==> config.mk <==
export PLATFORM = sky130hd
export DESIGN_NAME = octdac_bank
export DESIGN_NICKNAME = d
export VERILOG_FILES = /design/src/rtl/octdac_pkg.sv /design/src/rtl/octdac_decode.sv /design/src/rtl/octdac_wake_timer.sv /design/src/rtl/octdac_channel.sv /design/src/rtl/octdac_bank.sv
export SDC_FILE = /design/constraint.sdc
export NUM_CORES = 1
export LEC_CHECK = 0
export BUFFER_PORTS_ARGS = -buffer_cell sky130_fd_sc_hd__buf_4
export CAP_MARGIN = 20
export CORE_MARGIN = 2
export CORE_UTILIZATION = 55
export CTS_CLUSTER_DIAMETER = 30
export CTS_CLUSTER_SIZE = 30
export DETAILED_ROUTE_END_ITERATION = 6
export HOLD_SLACK_MARGIN = 0.05
export PLACE_DENSITY = 0.78
export RECOVER_POWER = 100
export SETUP_SLACK_MARGIN = 0.2
export SYNTH_ARGS = -nofsm -noshare
export SYNTH_HDL_FRONTEND = slang
export SYNTH_HIERARCHICAL = 1
export SYNTH_SLANG_ARGS = --single-unit
==> constraint.sdc <==
create_clock -name clk -period 2.6 [get_ports clk]
set_input_delay 0.13 -clock clk [delete_from_list [all_inputs] [get_ports clk]]
set_output_delay 0.13 -clock clk [all_outputs]
set_load 0.01 [all_outputs]
==> src/rtl/octdac_pkg.sv <==
package octdac_pkg;

   localparam int CMD_W = 4;

   typedef enum logic [CMD_W-1:0] {
      OP_STAGE         = 4'b0000,
      OP_COMMIT        = 4'b0001,
      OP_STAGE_ALL     = 4'b0010,
      OP_STAGE_COMMIT  = 4'b0011,
      OP_SLEEP         = 4'b0100
   } op_e;

endpackage

==> src/rtl/octdac_decode.sv <==
module octdac_decode
   import octdac_pkg::*;
#(
   parameter int NUM_CH  = 8,
   parameter int DATA_W  = 16,
   parameter int ADDR_W  = 4,
   parameter int FRAME_W = 32
) (
   input  logic               clk,
   input  logic               rst_n,
   input  logic               valid_i,
   input  logic [FRAME_W-1:0] frame_i,
   output logic [NUM_CH-1:0]  wr_o,
   output logic [NUM_CH-1:0]  upd_o,
   output logic [NUM_CH-1:0]  pd_o,
   output logic [DATA_W-1:0]  data_o
);

   localparam int ADDR_LSB = DATA_W;
   localparam int CMD_LSB  = DATA_W + ADDR_W;
   localparam int PAY_W    = CMD_LSB + CMD_W;
   localparam logic [ADDR_W-1:0] ALL_ADDR = {ADDR_W{1'b1}};

   logic [CMD_W-1:0]  cmd;
   logic [ADDR_W-1:0] addr;
   logic [NUM_CH-1:0] sel;

   assign cmd    = frame_i[CMD_LSB +: CMD_W];
   assign addr   = frame_i[ADDR_LSB +: ADDR_W];
   assign data_o = frame_i[DATA_W-1:0];

   generate
      if (FRAME_W > PAY_W) begin : g_pad
         logic pad_unused;
         assign pad_unused = ^frame_i[FRAME_W-1:PAY_W];
      end
      for (genvar i = 0; i < NUM_CH; i++) begin : g_sel
         assign sel[i] = (addr == ADDR_W'(i)) || (addr == ALL_ADDR);
      end
   endgenerate

   always_comb begin
      wr_o  = '0;
      upd_o = '0;
      pd_o  = '0;
      if (valid_i) begin
         case (cmd)
            OP_STAGE:        wr_o  = sel;
            OP_COMMIT:       upd_o = sel;
            OP_STAGE_ALL: begin
               wr_o  = sel;
               upd_o = '1;
            end
            OP_STAGE_COMMIT: begin
               wr_o  = sel;
               upd_o = sel;
            end
            OP_SLEEP:        pd_o  = sel;
            default: ;
         endcase
      end
   end

   p_idle_quiet_r8: assert property (@(posedge clk) disable iff (!rst_n)
      (!valid_i) |-> (wr_o == '0 && upd_o == '0 && pd_o == '0));

   p_all_commit_r5: assert property (@(posedge clk) disable iff (!rst_n)
      (valid_i && cmd == OP_STAGE_ALL) |-> (&upd_o));

endmodule

==> src/rtl/octdac_wake_timer.sv <==
module octdac_wake_timer #(
   parameter int DLY_SHORT = 5,
   parameter int DLY_LONG  = 12
) (
   input  logic clk,
   input  logic rst_n,
   input  logic clear_i,
   input  logic start_i,
   input  logic long_i,
   output logic idle_o
);

   localparam int CNT_W = (DLY_LONG < 2) ? 1 : $clog2(DLY_LONG + 1);

   logic [CNT_W-1:0] cnt_q;
   logic [CNT_W-1:0] load_val;

   generate
      if (DLY_LONG == DLY_SHORT) begin : g_one_delay
         logic long_unused;
         assign long_unused = long_i;
         assign load_val    = CNT_W'(DLY_SHORT);
      end else begin : g_two_delay
         assign load_val = long_i ? CNT_W'(DLY_LONG) : CNT_W'(DLY_SHORT);
      end
   endgenerate

   always_ff @(posedge clk) begin
      if (!rst_n)              cnt_q <= '0;
      else if (clear_i)        cnt_q <= '0;
      else if (start_i)        cnt_q <= load_val;
      else if (cnt_q != '0)    cnt_q <= cnt_q - 1'b1;
   end

   assign idle_o = (cnt_q == '0);

   p_cnt_bound_r10: assert property (@(posedge clk) disable iff (!rst_n)
      cnt_q <= CNT_W'(DLY_LONG));

   p_start_busy_r9: assert property (@(posedge clk) disable iff (!rst_n)
      (start_i && !clear_i) |=> !idle_o);

endmodule

==> src/rtl/octdac_channel.sv <==
module octdac_channel #(
   parameter int DATA_W    = 16,
   parameter int DLY_SHORT = 5,
   parameter int DLY_LONG  = 12
) (
   input  logic              clk,
   input  logic              rst_n,
   input  logic              wr_i,
   input  logic              upd_i,
   input  logic              pd_i,
   input  logic              all_down_i,
   input  logic [DATA_W-1:0] data_i,
   output logic [DATA_W-1:0] code_o,
   output logic              powered_o,
   output logic              ready_o
);

   logic [DATA_W-1:0] stage_q;
   logic [DATA_W-1:0] active_q;
   logic              pwr_q;
   logic              idle;
   logic              wake;

   assign wake = upd_i && !pwr_q && !pd_i;

   always_ff @(posedge clk) begin
      if (!rst_n) begin
         stage_q  <= '0;
         active_q <= '0;
         pwr_q    <= 1'b1;
      end else begin
         if (wr_i)  stage_q  <= data_i;
         if (upd_i) active_q <= wr_i ? data_i : stage_q;
         if (pd_i)       pwr_q <= 1'b0;
         else if (upd_i) pwr_q <= 1'b1;
      end
   end

   octdac_wake_timer #(
      .DLY_SHORT (DLY_SHORT),
      .DLY_LONG  (DLY_LONG)
   ) u_timer (
      .clk     (clk),
      .rst_n   (rst_n),
      .clear_i (pd_i),
      .start_i (wake),
      .long_i  (all_down_i),
      .idle_o  (idle)
   );

   assign code_o    = active_q;
   assign powered_o = pwr_q;
   assign ready_o   = pwr_q && idle;

   p_sleep_holds_r6: assert property (@(posedge clk) disable iff (!rst_n)
      pd_i |=> (active_q == $past(active_q) && stage_q == $past(stage_q)));

   p_stage_only_r2: assert property (@(posedge clk) disable iff (!rst_n)
      (wr_i && !upd_i) |=> (active_q == $past(active_q)));

   p_commit_copy_r3: assert property (@(posedge clk) disable iff (!rst_n)
      (upd_i && !wr_i) |=> (active_q == $past(stage_q)));

   p_wake_drop_r9: assert property (@(posedge clk) disable iff (!rst_n)
      wake |=> (powered_o && !ready_o));

   p_keep_ready_r12: assert property (@(posedge clk) disable iff (!rst_n)
      (ready_o && upd_i && !pd_i) |=> ready_o);

endmodule

==> src/rtl/octdac_bank.sv <==
module octdac_bank #(
   parameter int NUM_CH    = 8,
   parameter int DATA_W    = 16,
   parameter int ADDR_W    = 4,
   parameter int FRAME_W   = 32,
   parameter int DLY_SHORT = 5,
   parameter int DLY_LONG  = 12
) (
   input  logic                     clk,
   input  logic                     rst_n,
   input  logic                     frame_valid_i,
   input  logic [FRAME_W-1:0]       frame_i,
   output logic [NUM_CH*DATA_W-1:0] dac_code_o,
   output logic [NUM_CH-1:0]        powered_o,
   output logic [NUM_CH-1:0]        ready_o,
   output logic                     bias_on_o
);

   localparam int PAY_W = DATA_W + ADDR_W + octdac_pkg::CMD_W;

   initial begin
      assert (FRAME_W >= PAY_W) else $error("frame too narrow for payload");
      assert (NUM_CH >= 1 && NUM_CH < (1 << ADDR_W))
         else $error("channel count must leave one address for broadcast");
      assert (DLY_SHORT >= 1) else $error("short delay must be at least 1");
      assert (DLY_LONG >= DLY_SHORT) else $error("long delay below short delay");
   end

   logic [NUM_CH-1:0] wr;
   logic [NUM_CH-1:0] upd;
   logic [NUM_CH-1:0] pd;
   logic [DATA_W-1:0] data;
   logic              all_down;

   octdac_decode #(
      .NUM_CH  (NUM_CH),
      .DATA_W  (DATA_W),
      .ADDR_W  (ADDR_W),
      .FRAME_W (FRAME_W)
   ) u_decode (
      .clk     (clk),
      .rst_n   (rst_n),
      .valid_i (frame_valid_i),
      .frame_i (frame_i),
      .wr_o    (wr),
      .upd_o   (upd),
      .pd_o    (pd),
      .data_o  (data)
   );

   assign all_down  = ~|powered_o;
   assign bias_on_o = ~all_down;

   generate
      for (genvar i = 0; i < NUM_CH; i++) begin : g_ch
         octdac_channel #(
            .DATA_W    (DATA_W),
            .DLY_SHORT (DLY_SHORT),
            .DLY_LONG  (DLY_LONG)
         ) u_ch (
            .clk        (clk),
            .rst_n      (rst_n),
            .wr_i       (wr[i]),
            .upd_i      (upd[i]),
            .pd_i       (pd[i]),
            .all_down_i (all_down),
            .data_i     (data),
            .code_o     (dac_code_o[i*DATA_W +: DATA_W]),
            .powered_o  (powered_o[i]),
            .ready_o    (ready_o[i])
         );
      end
   endgenerate

   p_bias_restart_r10: assert property (@(posedge clk) disable iff (!rst_n)
      $rose(bias_on_o) |-> (ready_o == '0));

   p_sleep_ready_r12: assert property (@(posedge clk) disable iff (!rst_n)
      $fell(bias_on_o) |-> (ready_o == '0 && powered_o == '0));

endmodule

Yosys cells after proc, flatten, opt, wreduce, memory -nomap -nowiden
Cells that the tools add are included.
{ "totals": {"out_inout_bits": 145, "elab_cells": 193, "ff_bits": 296} }
{ "classes": {"n_reduce_logical": 93, "eq_ne": 12, "addsub": 8, "mux": 47, "bitwise_logic": 1} }
{ "op_table": {"columns": ["op", "n"], "rows": [
  ["$mux 16", 8],
  ["$mux 4", 17],
  ["$logic_not 4->1", 10],
  ["$mux 8", 5],
  ["$reduce_bool 2->1", 16],
  ["$reduce_bool 4->1", 8],
  ["$sub 4x1->4 const B", 8],
  ["$logic_and 1x1->1", 24],
  ["$eq 4x3->1 const B", 5],
  ["$reduce_or 2->1", 9],
  ["$eq 4x2->1 const B", 4],
  ["$logic_not 1->1", 16],
  ["$mux 1", 16],
  ["$pmux 8 s2", 1],
  ["$eq 4x1->1 const B", 2],
  ["$logic_or 1x1->1", 8],
  ["$reduce_or 8->1", 1],
  ["$eq 4x4->1 const B", 1],
  ["$reduce_or 3->1", 1],
  ["$not 1->1", 1]
]} }

Depth between registers and ports, before layout
Gate-level depths: netlist of run 1.
{ "logic_depth": {"ltp_word": 7, "depth_mapped": 9, "ltp_nobuf": 7} }

Hierarchy
Netlist of run 1, hierarchy kept.
{ "by_module_without_submodules": {"columns": ["mod", "cells_each", "area_each_um2", "seq_area_each_um2", "n_inst"], "rows": [
  ["octdac_channel", 109, 1159.9, 660.6, 8],
  ["octdac_wake_timer", 26, 225.2, 80.1, 8],
  ["octdac_decode", 68, 409.1, 0.0, 1],
  ["octdac_bank", 4, 22.5, 0.0, 1]
]} }

Least setup slack after synthesis of run 1
Ideal clock, no wire load.
{ "synth_path": {"kind": "input to register", "start": "input port frame_i[17]", "end": "register g_ch[5].u_ch.u_timer.cnt_q[0]", "path_buffers": 2, "required_time_ns": 2.538, "path_slack_ns": 0.498, "arrival_ns": 2.040, "cell_stages": 9, "cell_sequence": "clkbuf_2 > xnor2_1 > nand3_1 > o21ai_0 > buf_2 > nor3b_1 > and2b_2 > or2b_1 > nand3_1"} }
{ "synth_between": {"elab_chain_len": 7} }
{ "synth_rtl": {"columns": ["element", "line", "text"], "rows": [
  ["from (decl)", "octdac_bank.sv:12", "input logic [FRAME_W-1:0] frame_i,"],
  ["$eq 4x3->1 / $eq 4x4->1 (equally long branches)", "octdac_decode.sv:38", "assign sel[i] = (addr == ADDR_W'(i)) || (addr == ALL_ADDR);"],
  ["$logic_or 1x1->1 *", "octdac_decode.sv:38", null],
  ["$pmux 8 s2 *", "octdac_decode.sv:47", "case (cmd)"],
  ["$mux 8 *", "octdac_decode.sv:46", "if (valid_i) begin"],
  ["named net upd[5]", "octdac_bank.sv:30", "logic [NUM_CH-1:0] upd;"],
  ["$logic_and 1x1->1 * (2 in a row)", "octdac_channel.sv:24", "assign wake = upd_i && !pwr_q && !pd_i;"],
  ["named net g_ch[5].u_ch.wake", "octdac_channel.sv:22", "logic wake;"],
  ["$mux 4 / $reduce_bool 2->1 (equally long branches)", null, null],
  ["to (signal assigned)", "octdac_wake_timer.sv:31", "else if (start_i) cnt_q <= load_val;"],
  ["to (signal assigned)", "octdac_wake_timer.sv:32", "else if (cnt_q != '0) cnt_q <= cnt_q - 1'b1;"],
  ["to (decl)", "octdac_wake_timer.sv:15", "logic [CNT_W-1:0] cnt_q;"]
]} }
The timed path passes the listed nets; every way through them passes the cells marked *.
A chain may end at the register's enable or synchronous reset.

Worst setup path in the final report of run 1
{ "layout_path": {"start": "input port frame_i[20]", "end": "register g_ch[4].u_ch.active_q[14]"} }
{ "layout_between": {"elab_chain_len": 5} }
{ "layout_rtl": {"columns": ["element", "line", "text"], "rows": [
  ["$eq 4x2->1 / $logic_not 4->1 (equally long branches)", "octdac_decode.sv:47", null],
  ["$reduce_or 3->1 (no line) *", null, null],
  ["$mux 8 *", "octdac_decode.sv:47", null],
  ["$mux 8 *", "octdac_decode.sv:46", null],
  ["named net wr[4]", "octdac_bank.sv:29", "logic [NUM_CH-1:0] wr;"],
  ["$mux 16 *", "octdac_channel.sv:33", "if (upd_i) active_q <= wr_i ? data_i : stage_q;"],
  ["to (signal assigned)", "octdac_channel.sv:33", null],
  ["to (decl)", "octdac_channel.sv:19", "logic [DATA_W-1:0] active_q;"]
]} }
Marks and branches as above.

==> results.py, run 1 <==
metrics = {
    "status": {
        "outcome": "complete, but fails checks",
        "violations": "capacitance limit, slew limit",
    },
    "timing": {
        "skew_ns": 0.0119,
        "fmax_mhz": 461,
        "totalNegativeSetupSlack_ns": 0,
        "hold_viol": 0,
        "final_max_slew_viol_count": 9,
        "fin_crit_ns": 2.17,
        "fin_crit_sh_pct": 83.4,
        "grt_setup_unrepaired": "false",
        "tightest_slew_ns": 1.52,
        "worst_slack_ns": 0.431,
        "finalSetupViolCount": 0,
        "relSlewSlack_pct": -2.25,
    },
    "critical_path": {
        "cp-start-kind": "input port",
        "crit_type": "in2reg",
        "cp.arrival_ns": 2.52,
        "required_ns": 2.95,
        "cp_max_fo": 16,
        "crit_path_end_kind": "flip-flop",
    },
    "global_route": {
        "grt_pass1_vias": 8736,
        "track_usage_pct": 25.3,
        "grt_max_degree": 177,
        "gr-total-overflow": 0,
        "antenna_found_initial": 1,
        "grt_pass1_wl_mm": 44.7,
    },
    "cts": {
        "clk_pin_slew_ns": 0.05,
        "cts_buffer_depth": 3,
        "worstSkewPairLatency_ns": 0.54,
        "cts-buffers-inserted": 51,
        "cts_sinks": 296,
        "root_buffer": "clkbuf_16",
        "cts_tree": "built",
        "cts_setup_buffers": 0,
        "htree_levels": 2,
    },
    "cells_and_area": {
        "most-common-layout-cells": "dfxtp_1 (296), clkbuf_1 (148), a21oi_1 (144)",
        "post-route-util_pct": 69.6,
        "final_nets": 1368,
        "area_growth_pct": 23.2,
        "mostFrequentLayoutCell": "dfxtp_1",
        "stdcell_count": 1638,
        "drive_gt1_share_pct": 12.9,
    },
    "placed_design": {
        "gp_congestion": 0.763,
        "place_ws_ns": 0.331,
        "portBuffers": 171,
        "dp_hpwl_mm": 17.7,
        "dp_cells": 1529,
    },
    "yosys": {
        "synth.distinct_cells": 38,
        "synthTopCellsByArea": "dfxtp_1 (51%), mux2i_1 (11%), nor2b_1 (7.0%)",
        "synth_edf_count": 0,
        "netlist_instances": 1152,
        "ys_dominant_reg_cell": "dfxtp_1",
        "syn-num-nets": 1195,
        "synth.top_cell.area_share_pct": 51.5,
        "synth_seq_cells": 296,
        "yosysWarningCount": 6,
        "yosysTopAreaCell": "dfxtp_1",
        "synth-seq-area-share_pct": 51.5,
        "async_reset_ff_share_pct": 0,
        "synth_area_per_cell_um2": 9.99,
        "syn_area_um2": 11500,
    },
    "min_path": {
        "hold_class": "in2reg",
    },
    "power_and_ir_drop": {
        "totalPowerFinal_w": 0.0139,
        "power_density_nw_per_um2": 979,
        "peakVddDrop_mv": 0.861,
        "p_leak_nw": 5.11,
    },
    "floorplanning": {
        "die_area_um2": 22100,
        "core.rowCount": 52,
        "dieWidth_um": 149,
        "start_util_pct": 56.5,
        "core_um2": 20400,
        "die-height_um": 149,
        "ios": 180,
    },
    "routing": {
        "drt_pre_antenna_iters": 5,
        "avgRoutedWirePerCell_um": 17.5,
        "wirelength_mm": 28.6,
        "num_vias": 8916,
        "drc": 0,
        "antenna_left": 0,
        "viasPerCell": 5.44,
        "drt_iter0_markers": 622,
    },
    "job": {
        "cap_viol_max_count": 1,
    },
}
## stage by stage
| stage | instance area, um2 | hold WS [ns] |
|---|---|---|
| finish | 14200 | 0.0698 |
| CTS | 14800 | 0.0665 |
| floorplan | 11500 | 0.258 |
| global placement | 12700 | 0.466 |
| detailed placement | 12700 | 0.472 |
| global route | 14200 | 0.0766 |
## kinds of logic (layout without fill, tap and decap cells)
family | after synthesis | in the layout | share of synthesized area, %
AOI/OAI and AO/OA | 317 | 317 | 14.6
DFF | 296 | 296 | 51.5
other | 0 | 1 | 0
and+or+nand+nor | 282 | 282 | 15.4
muxes | 128 | 128 | 11.1
xor gates and xnor gates | 3 | 3 | 0.228
adders and majority gates | 8 | 8 | 0.870
buffers and inverters | 118 | 333 | 6.30
## worst max-delay path, stage by stage
cell,delay [ns]
clkbuf_1,0.16
inv_1,0.09
o21ai_0,1.16
nor2_2,0.10
clkbuf_2,0.43
mux2i_1,0.34
a21oi_1,0.10
## Yosys cell counts (9+ instances only)
master	number
nor2_1	42
buf_6	9
nor2b_1	128
clkbuf_1	32
clkbuf_2	9
dfxtp_1	296
inv_1	35
nor3_1	16
o21ai_0	140
nand3_1	13
a21oi_1	144
and2_1	10
buf_4	17
mux2i_1	128
## layout make-up
cell class              count  area [um2]
fillers                  1656        6180
flip-flops and latches    296        5930
multi-input cells         738        4880
clock buffers              62        1400
repair buffers            203        1010
clock inverters            33         502
well taps                 270         338
inverters                  35         131
diodes                      1        2.50
## repair_timing
item	in CTS	in global routing
endpoints found under the hold margin	118	0
resized for setup	0	0
hold buffers	13	0
## where the power goes
| part | internal (W) | switching, W |
|---|---|---|
| clock | 0.00494 | 0.00228 |
| sequential | 0.00481 | 0.000226 |
| combinational | 0.000735 | 0.000895 |
| total | 0.0105 | 0.00341 |
## routing by layer
layer / vias to the layer above / share of wire [%] / track usage (%)
met5: - / 0.045 / 0
met4: 2 / 2.3 / 8.81
met3: 51 / 6.3 / 6.04
met2: 249 / 48 / 43.4
met1: 4242 / 43 / 31.3
li1: 4372 / - / -
## worst paths after layout
path	start	to	slack [ns]	cells after the start
worst max-delay path	frame_i[20]	g_ch[4].u_ch/code_o[14]	0.43	7
worst max register to register	g_ch[6].u_ch/powered_o	g_ch[3].u_ch/u_timer/cnt_q[0]	0.67	5
worst min register to register	g_ch[4].u_ch/stage_q[15]	g_ch[4].u_ch/stage_q[15]	0.51	2
worst min-delay path	frame_i[3]	g_ch[5].u_ch/stage_q[3]	0.07	3
## sequential cells by signal, indices dropped and copies added, names as in the netlist
signal                   cells
g_ch.u_ch/code_o           128
g_ch.u_ch/u_timer/cnt_q     32
g_ch.u_ch/stage_q          128
g_ch.u_ch/powered_o          8
(Power assumes the default switching activity.)
==> inputs of run 2 (changes only) <==
Settings changed: CORE_UTILIZATION 55 to 51, PLACE_DENSITY 0.78 to 0.76.
Clock period 2.6 ns to 1.8 ns, I/O delays scaled along.
==> run 2 against run 1 <==
Effect of this change:
- critical path depth shrank 1
- worst hold slack gained 0.015 ns
- global-route usage grew 0.44 points
- first-iteration DRC count shrank 12%
- critical endpoint is now ready_o[3]
- cell count grew 6.2%
- the flow finishes with violations (setup timing)
- sequential power grew 45%
- count of clock-buffer cells in the layout shrank 2
- final area grew 9.4%
==> results.py, run 2 (same netlist as run 1, synthesis figures left out) <==
metrics = {
    "status": {
        "outcome": "complete, but fails checks",
        "violations": "setup timing",
    },
    "cells_and_area": {
        "stdcell_area_um2": 15500,
        "post-route-util_pct": 70.6,
        "diodes": 0,
        "mostFrequentLayoutCell": "dfxtp_1",
        "stdcell_count": 1740,
        "final_nets": 1463,
        "drive_gt1_share_pct": 26.2,
        "area_growth_pct": 34.8,
        "most-common-layout-cells": "dfxtp_1 (278), a21oi_1 (144), o21ai_0 (138)",
    },
    "cts": {
        "cts_sinks": 296,
        "htree_levels": 2,
        "worstSkewPairLatency_ns": 0.55,
        "clk_pin_slew_ns": 0.05,
        "cts_buffer_depth": 3,
        "cts_tree": "built",
        "root_buffer": "clkbuf_16",
        "cts-buffers-inserted": 51,
    },
    "critical_path": {
        "crit_slowest_cell": "or3b_4",
        "crit_path_end_kind": "output port",
        "required_ns": 1.71,
        "crit_top_cell": "inv_2",
        "cp_max_fo": 2,
        "startpoint": "g_ch[3].u_ch/u_timer/cnt_q[0]",
        "crit_type": "reg2out",
        "crit_chain": "inv_2, ha_4, or3b_4, inv_2, and2_4, buf_6",
        "ff2ff_path_depth": 7,
        "critPathCapture": "ready_o[3]",
        "crit_buf_inv": 3,
        "r2r-start": "g_ch[5].u_ch/u_timer/cnt_q[0]",
        "cp.arrival_ns": 1.80,
        "cp.depth": 6,
        "cp-start-kind": "flip-flop",
        "reg2reg_slack_ns": -0.02,
        "crit_family": "simple AND/OR/NAND/NOR gates",
        "slowest_delay_ns": 0.39,
        "reg2reg_to": "g_ch[5].u_ch/u_timer/cnt_q[0]",
    },
    "routing": {
        "drc": 0,
        "wirelength_mm": 33.3,
        "viasPerCell": 5.55,
        "num_vias": 9650,
        "antenna_left": 0,
        "drt_pre_antenna_iters": 5,
        "drt_iter0_markers": 549,
        "avgRoutedWirePerCell_um": 19.1,
    },
    "timing": {
        "tightest_slew_ns": 0.673,
        "fmax_mhz": 530,
        "relSlewSlack_pct": 55.2,
        "final_max_slew_viol_count": 0,
        "fin_crit_ns": 1.89,
        "hold_viol": 0,
        "worst_slack_ns": -0.0852,
        "skew_ns": 0.0144,
        "finalSetupViolCount": 9,
        "grt_setup_unrepaired": "true",
        "totalNegativeSetupSlack_ns": -0.517,
        "fin_crit_sh_pct": 105,
    },
    "floorplanning": {
        "core.rowCount": 54,
        "dieWidth_um": 154,
        "core_um2": 22000,
        "ios": 180,
        "start_util_pct": 52.4,
        "die_area_um2": 23800,
        "die-height_um": 154,
    },
    "placed_design": {
        "placed_area_um2": 13300,
        "portBuffers": 171,
        "gp_congestion": 0.819,
        "dp_cells": 1566,
        "dp_hpwl_mm": 18.5,
    },
    "global_route": {
        "antenna_found_initial": 0,
        "grt_pass1_wl_mm": 48.5,
        "track_usage_pct": 25.8,
        "gr-total-overflow": 0,
        "grt_max_degree": 172,
        "grt_pass1_vias": 9148,
    },
    "job": {
        "cap_viol_max_count": 0,
    },
    "power_and_ir_drop": {
        "p_leak_nw": 5.70,
        "peakVddDrop_mv": 0.775,
        "power_density_nw_per_um2": 1430,
    },
    "min_path": {
        "hold_class": "in2reg",
    },
}
==> run 2: changes by cell type in the layout (fill, tap and decap cells not counted), sizes merged <==
cell | previous run | this run
clkinvlp | 4 | 10
buf | 37 | 136
inv | 40 | 44
clkbuf | 215 | 205
clkinv | 13 | 11
diode | 1 | 0
bufinv | 11 | 3
dlygate4sd3 | 13 | 17
==> run 2: through the flow <==
| stage | power, W | hold slack [ns] | worst slack (ns) |
|---|---|---|---|
| floorplan | 0.00915 | 0.218 | 0.0799 |
| global placement | 0.00995 | 0.349 | -0.0697 |
| detailed placement | 0.0101 | 0.356 | -0.128 |
| CTS | 0.0209 | 0.0731 | -0.0624 |
| global route | 0.0229 | 0.114 | -0.114 |
| finish | 0.0222 | 0.0848 | -0.0852 |
==> run 2: repair_timing <==
| item | in CTS | in global routing |
|---|---|---|
| hold buffers | 17 | 0 |
| pin swaps | 23 | 9 |
| gates resized for setup | 98 | 41 |
| buffers inserted | 42 | 22 |
| setup endpoints to repair | 19 | 25 |
| endpoints found under the hold margin | 159 | 0 |
==> run 2: tightest hold or removal path: cells and delay by family <==
family,cells,cell delay (ns)
compound gates,1,0.17
simple gates,2,0.16
buf+inv,1,0.15
==> run 2: cell type report <==
type | count | area (um2)
Clock buffer | 60 | 1380
Clock inverter | 33 | 329
Fill cell | 1636 | 6440
Inverter | 35 | 144
Multi-Input combinational cell | 738 | 5450
Sequential cell | 296 | 5960
Tap cell | 280 | 350
Timing Repair Buffer | 298 | 1900
==> run 2: power breakdown <==
| part | total (W) | switching, W | internal, W |
|---|---|---|---|
| logic | 0.00543 | 0.00241 | 0.00302 |
| registers | 0.00729 | 0.000309 | 0.00698 |
| clock network | 0.00943 | 0.00344 | 0.00600 |
==> run 2: per-layer routing <==
layer	wire (um)	vias to the layer above	global-route usage, %	part of all wire, %
met5	0	-	0	0
met4	1080	0	9.92	3.2
met3	1910	81	4.34	5.7
met2	16200	333	42.8	49
met1	14000	4675	33.8	42
li1	-	4561	-	-
==> run 2: worst min-delay path by stage <==
stage | cells after the start | slack, ns | endpoint | startpoint
2_1_floorplan | 1 | 0.22 | g_ch[0].u_ch/stage_q[7] | rst_n
3_3_place_gp | 2 | 0.35 | g_ch[5].u_ch/powered_o | rst_n
3_5_place_dp | 2 | 0.36 | g_ch[4].u_ch/powered_o | rst_n
4_1_cts | 4 | 0.07 | g_ch[7].u_ch/powered_o | frame_i[17]
5_1_grt | 4 | 0.11 | g_ch[7].u_ch/powered_o | frame_i[17]
6_report | 4 | 0.08 | g_ch[7].u_ch/powered_o | frame_i[17]
